==> config.mk <==
export PLATFORM = sky130hd
export DESIGN_NAME = nibble_read_port
export DESIGN_NICKNAME = d
export VERILOG_FILES = /design/src/rtl/nrp_pkg.sv /design/src/rtl/nrp_arbiter.sv /design/src/rtl/nrp_tag_pipe.sv /design/src/rtl/nibble_read_port.sv
export SDC_FILE = /design/constraint.sdc
export NUM_CORES = 1
export LEC_CHECK = 0
export BUFFER_PORTS_ARGS = -buffer_cell sky130_fd_sc_hd__buf_2
export CORE_ASPECT_RATIO = 0.7
export CORE_MARGIN = 2
export CORE_UTILIZATION = 35
export DETAILED_ROUTE_END_ITERATION = 10
export SLEW_MARGIN = 20
export SYNTH_ARGS = -nofsm -noshare
export SYNTH_HDL_FRONTEND = slang
export SYNTH_SLANG_ARGS = --single-unit
export TNS_END_PERCENT = 20
==> constraint.sdc <==
create_clock -name clk -period 1.71 [get_ports clk]
set_clock_uncertainty 0.05 [all_clocks]
set_input_delay 0.2565 -clock clk [delete_from_list [all_inputs] [get_ports clk]]
set_output_delay 0.2565 -clock clk [all_outputs]
set_load 0.05 [all_outputs]
==> src/rtl/nrp_pkg.sv <==
package nrp_pkg;
    // controller states
    typedef enum logic [1:0] {
        ST_LOOP = 2'd0,
        ST_SYNC = 2'd1,
        ST_RUN  = 2'd2
    } nrp_state_t;
endpackage

==> src/rtl/nrp_arbiter.sv <==
// Fixed-priority grant: lowest index wins; grant only when en_i is high.
module nrp_arbiter #(
    parameter int NREQ = 3,
    parameter int AW   = 16
) (
    input  logic               en_i,
    input  logic [NREQ-1:0]    req_i,
    input  logic [NREQ*AW-1:0] addr_i,
    output logic [NREQ-1:0]    gnt_o,
    output logic [AW-1:0]      addr_o
);
    logic [AW-1:0] acc [NREQ+1];

    assign acc[0] = '0;

    for (genvar gi = 0; gi < NREQ; gi++) begin : g_lane
        if (gi == 0) begin : g_top
            assign gnt_o[gi] = en_i & req_i[gi];
        end else begin : g_low
            assign gnt_o[gi] = en_i & req_i[gi] & ~(|req_i[gi-1:0]);
        end
        assign acc[gi+1] = acc[gi] | (gnt_o[gi] ? addr_i[gi*AW +: AW] : '0);
    end

    // no grant -> address 0 (dummy read)
    assign addr_o = acc[NREQ];
endmodule

==> src/rtl/nrp_tag_pipe.sv <==
// Shift line of requester tags, one stage per clock, cleared on cancel.
module nrp_tag_pipe #(
    parameter int W     = 3,
    parameter int DEPTH = 16
) (
    input  logic         clk,
    input  logic         rst_n,
    input  logic         clr_i,
    input  logic [W-1:0] tag_i,
    output logic [W-1:0] tag_o
);
    logic [W-1:0] stg [DEPTH];

    for (genvar gs = 0; gs < DEPTH; gs++) begin : g_stage
        always_ff @(posedge clk) begin
            if (clr_i) begin
                stg[gs] <= '0;
            end else if (gs == 0) begin
                stg[gs] <= tag_i;
            end else begin
                stg[gs] <= stg[(gs == 0) ? 0 : gs-1];
            end
        end
    end

    assign tag_o = stg[DEPTH-1];

    // a cancel empties the line, nothing emerges next clock
    a_r9_flush_empty: assert property (@(posedge clk) disable iff (!rst_n)
        clr_i |=> (tag_o == '0));
endmodule

==> src/rtl/nibble_read_port.sv <==
module nibble_read_port
    import nrp_pkg::*;
#(
    parameter int NREQ  = 3,
    parameter int NIB_W = 4,
    parameter int NIBS  = 4,
    parameter int LAT   = 12
) (
    input  logic                      clk,
    input  logic                      rst_n,
    input  logic                      fetch_en,
    input  logic [NREQ-1:0]           req,
    input  logic [NREQ*NIB_W*NIBS-1:0] req_addr,
    output logic [NREQ-1:0]           gnt,
    output logic [NREQ-1:0]           rsp_valid,
    output logic [NIB_W*NIBS-1:0]     rsp_data,
    output logic [NIB_W-1:0]          addr_nib,
    input  logic [NIB_W-1:0]          data_nib
);
    localparam int WORD_W = NIB_W * NIBS;
    localparam int REST_W = WORD_W - NIB_W;
    localparam int PH_W   = (NIBS > 1) ? $clog2(NIBS) : 1;
    localparam logic [PH_W-1:0] LAST = PH_W'(NIBS - 1);
    localparam int DEPTH  = LAT + NIBS;

    // nibble k of the start-up word is one-hot, rising with k
    function automatic logic [WORD_W-1:0] sync_pattern();
        logic [WORD_W-1:0] r;
        r = '0;
        for (int k = 0; k < NIBS; k++) begin
            r[k*NIB_W +: NIB_W] = NIB_W'(1 << (k % NIB_W));
        end
        return r;
    endfunction
    localparam logic [WORD_W-1:0] SYNC_WORD = sync_pattern();

    nrp_state_t        state_q, nxt;
    logic [PH_W-1:0]   ph_q;
    logic [NIB_W-1:0]  addr_q, echo_q;
    logic [REST_W-1:0] sh_q, dat_q;
    logic [WORD_W-1:0] sel_addr, ld_word;
    logic [NREQ-1:0]   tag_out, rsp_q;
    logic [WORD_W-1:0] rsp_d_q;
    logic              arb_en, flush;

    // ---------------- state register ----------------
    always_ff @(posedge clk) begin
        state_q <= nxt;
    end

    always_comb begin
        nxt = state_q;
        if (!rst_n || !fetch_en) begin
            nxt = ST_LOOP;
        end else begin
            unique case (state_q)
                ST_LOOP: nxt = ST_SYNC;
                ST_SYNC: nxt = ST_RUN;
                ST_RUN:  nxt = ST_RUN;
                default: nxt = ST_LOOP;
            endcase
        end
    end

    assign flush  = (nxt == ST_LOOP);
    assign arb_en = (state_q == ST_RUN) && (nxt == ST_RUN) && (ph_q == LAST);
    assign ld_word = (state_q == ST_SYNC) ? SYNC_WORD : sel_addr;

    nrp_arbiter #(.NREQ(NREQ), .AW(WORD_W)) u_arb (
        .en_i   (arb_en),
        .req_i  (req),
        .addr_i (req_addr),
        .gnt_o  (gnt),
        .addr_o (sel_addr)
    );

    nrp_tag_pipe #(.W(NREQ), .DEPTH(DEPTH)) u_tags (
        .clk   (clk),
        .rst_n (rst_n),
        .clr_i (flush),
        .tag_i (gnt),
        .tag_o (tag_out)
    );

    // ---------------- datapath / outputs ----------------
    always_ff @(posedge clk) begin
        echo_q  <= data_nib;
        dat_q   <= {data_nib, dat_q[REST_W-1:NIB_W]};
        rsp_d_q <= {data_nib, dat_q};
        if (flush) begin
            addr_q <= echo_q;
            ph_q   <= LAST;
            sh_q   <= '0;
            rsp_q  <= '0;
        end else begin
            rsp_q <= tag_out;
            unique case (state_q)
                ST_LOOP: begin
                    addr_q <= '0;
                    ph_q   <= LAST;
                    sh_q   <= '0;
                end
                ST_SYNC, ST_RUN: begin
                    ph_q <= (ph_q == LAST) ? '0 : ph_q + PH_W'(1);
                    if (ph_q == LAST) begin
                        addr_q <= ld_word[NIB_W-1:0];
                        sh_q   <= ld_word[WORD_W-1:NIB_W];
                    end else begin
                        addr_q <= sh_q[NIB_W-1:0];
                        sh_q   <= sh_q >> NIB_W;
                    end
                end
                default: begin
                    addr_q <= '0;
                    ph_q   <= LAST;
                    sh_q   <= '0;
                end
            endcase
        end
    end

    assign addr_nib  = addr_q;
    assign rsp_valid = rsp_q;
    assign rsp_data  = rsp_d_q;

    // ---------------- assertions ----------------
    a_r4_gnt_onehot: assert property (@(posedge clk) disable iff (!rst_n)
        $onehot0(gnt));

    for (genvar ga = 1; ga < NREQ; ga++) begin : g_prio_chk
        a_r4_priority: assert property (@(posedge clk) disable iff (!rst_n)
            gnt[ga] |-> !(|req[ga-1:0]));
    end

    a_r2_first_nibble: assert property (@(posedge clk) disable iff (!rst_n)
        (|gnt) |=> (addr_nib == $past(sel_addr[NIB_W-1:0])));

    a_r5_rsp_single: assert property (@(posedge clk) disable iff (!rst_n)
        $onehot0(rsp_valid));

    a_r6_sync_first: assert property (@(posedge clk) disable iff (!rst_n)
        (state_q == ST_SYNC && nxt == ST_RUN) |=> (addr_nib == SYNC_WORD[NIB_W-1:0]));

    a_r7_echo: assert property (@(posedge clk) disable iff (!rst_n)
        ($past(rst_n, 2) && !$past(fetch_en)) |-> (addr_nib == $past(data_nib, 2)));
endmodule

Word level (Yosys, flattened, before mapping)
Memories as Yosys holds them, arrays and structs flattened. A register that Yosys moved wholly into a read port is not among the register bits.
Cells that the tools add are included.
- memories: 1
- bits in latches: 0
- input bits: 58
- logic and storage cells: 84
- bits in read-only memories: 0
- flip-flop bits (word level): 52
- output and inout bits: 26
- RAM bits: 48
- magnitude comparators: 0
- equal/unequal tests: 4
- divide/modulo/power cells: 0
- shift-type cells: 0
- reduce and logical (&&, ||, !) cells: 12
- multiplexer cells: 30
- multipliers: 0
- bitwise operators: 27
- $add $sub $neg: 1
- memories (memory ; depth ; width ; read ports ; clocked after memory_dff ; wr ports ; line ; RTL):
    u_tags.stg ; 16 ; 3 ; 16 ; 1 ; 16 ; nrp_tag_pipe.sv:12 ; logic [W-1:0] stg [DEPTH];
- operator list (kind ; number):
    $mux 16 ; 4
    $mux 3 ; 16
    $or 16x16->16 ; 2
    $or 1x1->1 ; 16
    $mux 4 ; 3
    $mux 8 ; 1
    $eq 2x2->1 const B ; 3
    $reduce_or 2->1 ; 3
    $and 1x1->1 ; 5
    $logic_not 2->1 ; 2
    $mux 2 ; 2
    $not 1->1 ; 4
    $pmux 2 s2 ; 1
    $reduce_or 4->1 ; 1
    $mux 1 ; 3
    $reduce_or 3->1 ; 1
    $add 2x1->2 const B ; 1
    $eq 2x1->1 const B ; 1
    $logic_and 1x1->1 ; 2
    $logic_not 1->1 ; 2
    $logic_or 1x1->1 ; 1

Longest topological paths before layout
- depth in word-level cells: 16
- depth in mapped cells: 7

Modules after synthesis
Synthesis repeated with hierarchy kept, for this count alone.
- cells, all modules: 250
- area, all modules: 2874.0 sq um
- modules (own cells, without submodules) (module ; times used ; seq. area each (sq um) ; cells an instance ; area each (sq um)):
    nrp_tag_pipe ; 1 ; 960.9 ; 104 ; 1327.5
    nibble_read_port ; 1 ; 780.7 ; 105 ; 1194.9
    nrp_arbiter ; 1 ; 0.0 ; 41 ; 351.6

Worst setup path after synthesis
OpenSTA, ideal clock, no wires.
- path type: flip-flop to output port
- from: register state_q[0]
- to: output gnt[1]
- data required time: 1.404 ns
- slack: -0.896 ns
- path buffers: 1
- data arrival time: 2.300 ns
- stages on the path, launching flop included: 7
- cells stage by stage: dfxtp_1 > inv_1 > ha_1 > and3_1 > buf_6 > nand3_1 > nor3b_1
- longest elaborated chain between the ends: 9
- elaborated cells on any way between the ends: 11
- those cells by class: eq/ne: 3; mux: 2; bitwise: 2; reduce/logical: 4
- ends and longest elaborated chain (item ; line ; RTL):
    from (decl) ; nibble_read_port.sv:37 ; nrp_state_t state_q, nxt;
    from (signal assigned) ; nibble_read_port.sv:48 ; state_q <= nxt;
    $eq 2x2->1 or $eq 2x1->1 (tied branches) ; nibble_read_port.sv:56 ; unique case (state_q)
    $reduce_or 2->1 (no source line) ; - ;
    $pmux 2 s2 (*) ; nibble_read_port.sv:56 ;
    $mux 2 (*) ; nibble_read_port.sv:53 ; if (!rst_n || !fetch_en) begin
    net nxt[1] ; nibble_read_port.sv:37 ;
    $eq 2x2->1 (*) ; nibble_read_port.sv:66 ; assign arb_en = (state_q == ST_RUN) && (nxt == ST_RUN) && (ph_q == LAST);
    $logic_and 1x1->1 (*) (2 in series) ; nibble_read_port.sv:66 ;
    $and 1x1->1 (*) (2 in series) ; nrp_arbiter.sv:20 ; assign gnt_o[gi] = en_i & req_i[gi] & ~(|req_i[gi-1:0]);
    to (decl) ; nibble_read_port.sv:14 ; output logic [NREQ-1:0] gnt,
The timed path passes the listed nets; every way through them passes the cells marked *.

Worst setup path in the final report
- from: register state_q[0]
- to: output gnt[1]
- longest elaborated chain between the ends: 9
- elaborated cells on any way between the ends: 11
- those cells by class: eq/ne: 3; mux: 2; bitwise: 2; reduce/logical: 4
- ends and longest elaborated chain (item ; line):
    $eq 2x2->1 or $eq 2x1->1 (tied branches) ; nibble_read_port.sv:56, nibble_read_port.sv:66
    $reduce_or 2->1 (no source line) ; -
    $pmux 2 s2 ; nibble_read_port.sv:56
    $mux 2 ; nibble_read_port.sv:53
    $eq 2x2->1 ; nibble_read_port.sv:66
    $logic_and 1x1->1 (*) (2 in series) ; nibble_read_port.sv:66
    $and 1x1->1 (*) (2 in series) ; nrp_arbiter.sv:20
Every way passes the cells marked *; elsewhere a longest branch is shown, timed or not.

==> reports/metrics.yaml <==
floorplan:
  die_h_microns: 78.9
  die_w_microns: 111
  floorplan.initialDensity_pct: 35.9
  core_sq_mm: 0.00780
  io_pins: 84
  dieArea_sq_mm: 0.00875
  rows: 27
setup_path:
  reg2reg_slack_ns: 0.06
  crit_required_ns: 1.40
  crit_path_end_kind: "primary output"
  r2r-start: "state_q[0]"
  crit_type: "reg2out"
  crit_start: "state_q[0]"
  startpoint_type: "flip-flop"
  worstPathArrival_ns: 1.66
  crit_fanout: 4
power:
  power_density_mw_per_mm2: 1130
  irDropWorstVdd_uv: 634
  p_leak_nw: 1.66
timing:
  clock.fmax_mhz: 509
  hold_viol_final: 0
  holdWs_ns: 0.145
  setup_viol: 3
  relSlewSlack_pct: 58.1
  rsz0062_at_grt: "true"
  tightest_slew_ns: 0.627
  timing.final.crit_share_pct: 115
  maxSlewViolCount: 0
  fin_crit_ns: 1.96
  worst_slack_ns: -0.254
global_routing:
  grt_usage_pct: 13.5
  grt_max_degree: 49
  overflow: 0
  grt_first_pass_wirelength_microns: 9290
  grt_antenna_before_repair: 0
  grt_pass1_vias: 1949
status:
  violations: "setup timing"
  outcome: "complete, but fails checks"
cells_and_area:
  multiInputGateArea_sq_um: 982
  drive_above_1_share_pct: 37.1
  fill_cells: 730
  area_growth_pct: 33.2
  regArea_sq_mm: 0.00174
  insertedDiodeCount: 0
  final_common_cell: "dfxtp_1"
  final_util_pct: 47.8
  finalNetCount: 400
  mostFrequentLayoutCells: "dfxtp_1 (85), buf_2 (80), and2_1 (48)"
routing:
  wl_met3_microns: 304
  met2_length_microns: 2350
  avgRoutedWirePerCell_microns: 12.4
  vias: 2021
  wl_microns: 5490
  ant_nets: 0
  vias_per_cell: 4.56
  wl_met1_microns: 2770
  drc: 0
  dr.pass1.iters: 5
  routed.top_layer: "met4"
  drt_iter0_markers: 147
synth:
  syn_area_sq_mm: 0.00280
  synthCells: 245
  syn_nets: 307
  avgSynthCellArea_sq_um: 11.4
  yosys.area.top_type: "dfxtp_1"
  synth_top_cells_by_area: "dfxtp_1 (62%), and2_1 (11%), o221ai_1 (2.5%)"
  ys_ff_latch: 87
  yosys.area.top_type_share_pct: 62.1
  synth-seq-area-share_pct: 62.1
  ys_types: 38
  ys_warn_count: 0
cts:
  htree_levels: 3
  cts_tree: "done"
  path_clk_slew_ns: 0.06
  clock_latency_ns: 0.33
  numCtsBuffers: 9
  ctsRootBufferMaster: "clkbuf_16"
  cts_buffer_depth: 2
  cts.sinks: 87
placement:
  dp_slack_ns: -0.00653
  gp_congestion: 0.801
  dp_hpwl_microns: 3820
  port_buffers: 83
worst_hold_path:
  hold_class: "in2reg"
  hp-start: "req_addr[12]"
job:
  maxCapViolations: 0
==> area by class of cell <==
type                            count  area share, %
Timing Repair Buffer               97           15.1
Inverter                            9          0.905
Sequential cell                    87           46.7
Clock buffer                       10           6.40
Multi-Input combinational cell    134           26.3
Tap cell                          101           3.38
Clock inverter                      5           1.14
==> critical path: stages (launching register included) <==
cell	delay, ns
dfxtp_2	0.34
inv_2	0.05
ha_4	0.26
and3_4	0.20
nand3_4	0.11
nor3b_4	0.20
buf_6	0.18
==> registers in the layout, indices dropped and copies added (netlist names) <==
register / flops
addr_nib: 4
dat_q: 1
rsp_valid: 3
state_q: 2
sh_q: 12
ph_q: 2
u_tags.stg: 48
rsp_data: 15
==> per-layer routing <==
layer | vias up | GRT usage [%]
li1 | 1019 | -
met1 | 932 | 18.0
met2 | 61 | 19.8
met3 | 9 | 5.73
met4 | 0 | 4.88
met5 | - | 0
==> worst paths after layout <==
path / cells after the start / endpoint
setup / recovery: 6 / gnt[1]
hold / removal: 3 / sh_q[8]
setup reg to reg: 7 / addr_nib[2]
hold reg to reg: 0 / rsp_data[4]
==> cells in the mapped netlist <==
cell type  number
inv_2           1
nor2_1          8
buf_6           3
dfxtp_1        87
nand4_2         1
clkbuf_4        1
o211a_1         2
a21oi_1         3
inv_1           8
nor2b_1         5
and4b_2         1
and2b_2         1
and3b_1         3
o31ai_2         1
a211oi_1        1
and3_1          1
nand2_1         7
o221ai_1        8
a22oi_1         9
o221a_1         1
nor3b_1         2
o21ai_0         4
a21o_1          4
nor3b_2         1
buf_4           1
buf_2           6
or2b_1          2
and2_1         48
nand3_1         1
nand2b_1        1
o31ai_1         3
ha_1            4
clkbuf_1        4
nor3_1          3
and3_2          1
a221oi_1        6
nand3_4         1
o211ai_1        1
==> power breakdown <==
part           total (W)  switching (W)  leakage, nW  internal [W]
registers        0.00207      0.0000134        0.709       0.00206
clock network    0.00180       0.000769        0.129       0.00103
logic           0.000357       0.000220        0.823      0.000136
==> what timing repair did <==
action / in CTS / in global routing
endpoints found under the hold margin: 4 / 0
pin swaps: 2 / 1
hold buffers: 4 / 0
endpoints found under the setup margin: 3 / 11
resized for setup: 7 / 1
setup buffers: 2 / 0
==> logic make-up after synthesis <==
| logic type | share of synthesized area (%) |
|---|---|
| flip-flops | 62.1 |
| adder cells (fa/ha/maj) | 1.79 |
| buffers and inverters | 4.55 |
| AO/OA/AOI/OAI | 12.0 |
| AND/OR/NAND/NOR | 19.5 |
==> metrics by stage <==
step	area, sq um	setup TNS [ns]	std cells	total power [W]
finish	3730	-0.598	443	0.00423
global route	3730	-0.877	443	0.00441
CTS	3730	-0.624	443	0.00429
detailed placement	3370	-0.00653	422	0.00246
global placement	3370	0	422	0.00246
floorplan	2850	-0.307	245	0.00233
Note: power is estimated with default switching activity, not from simulation.
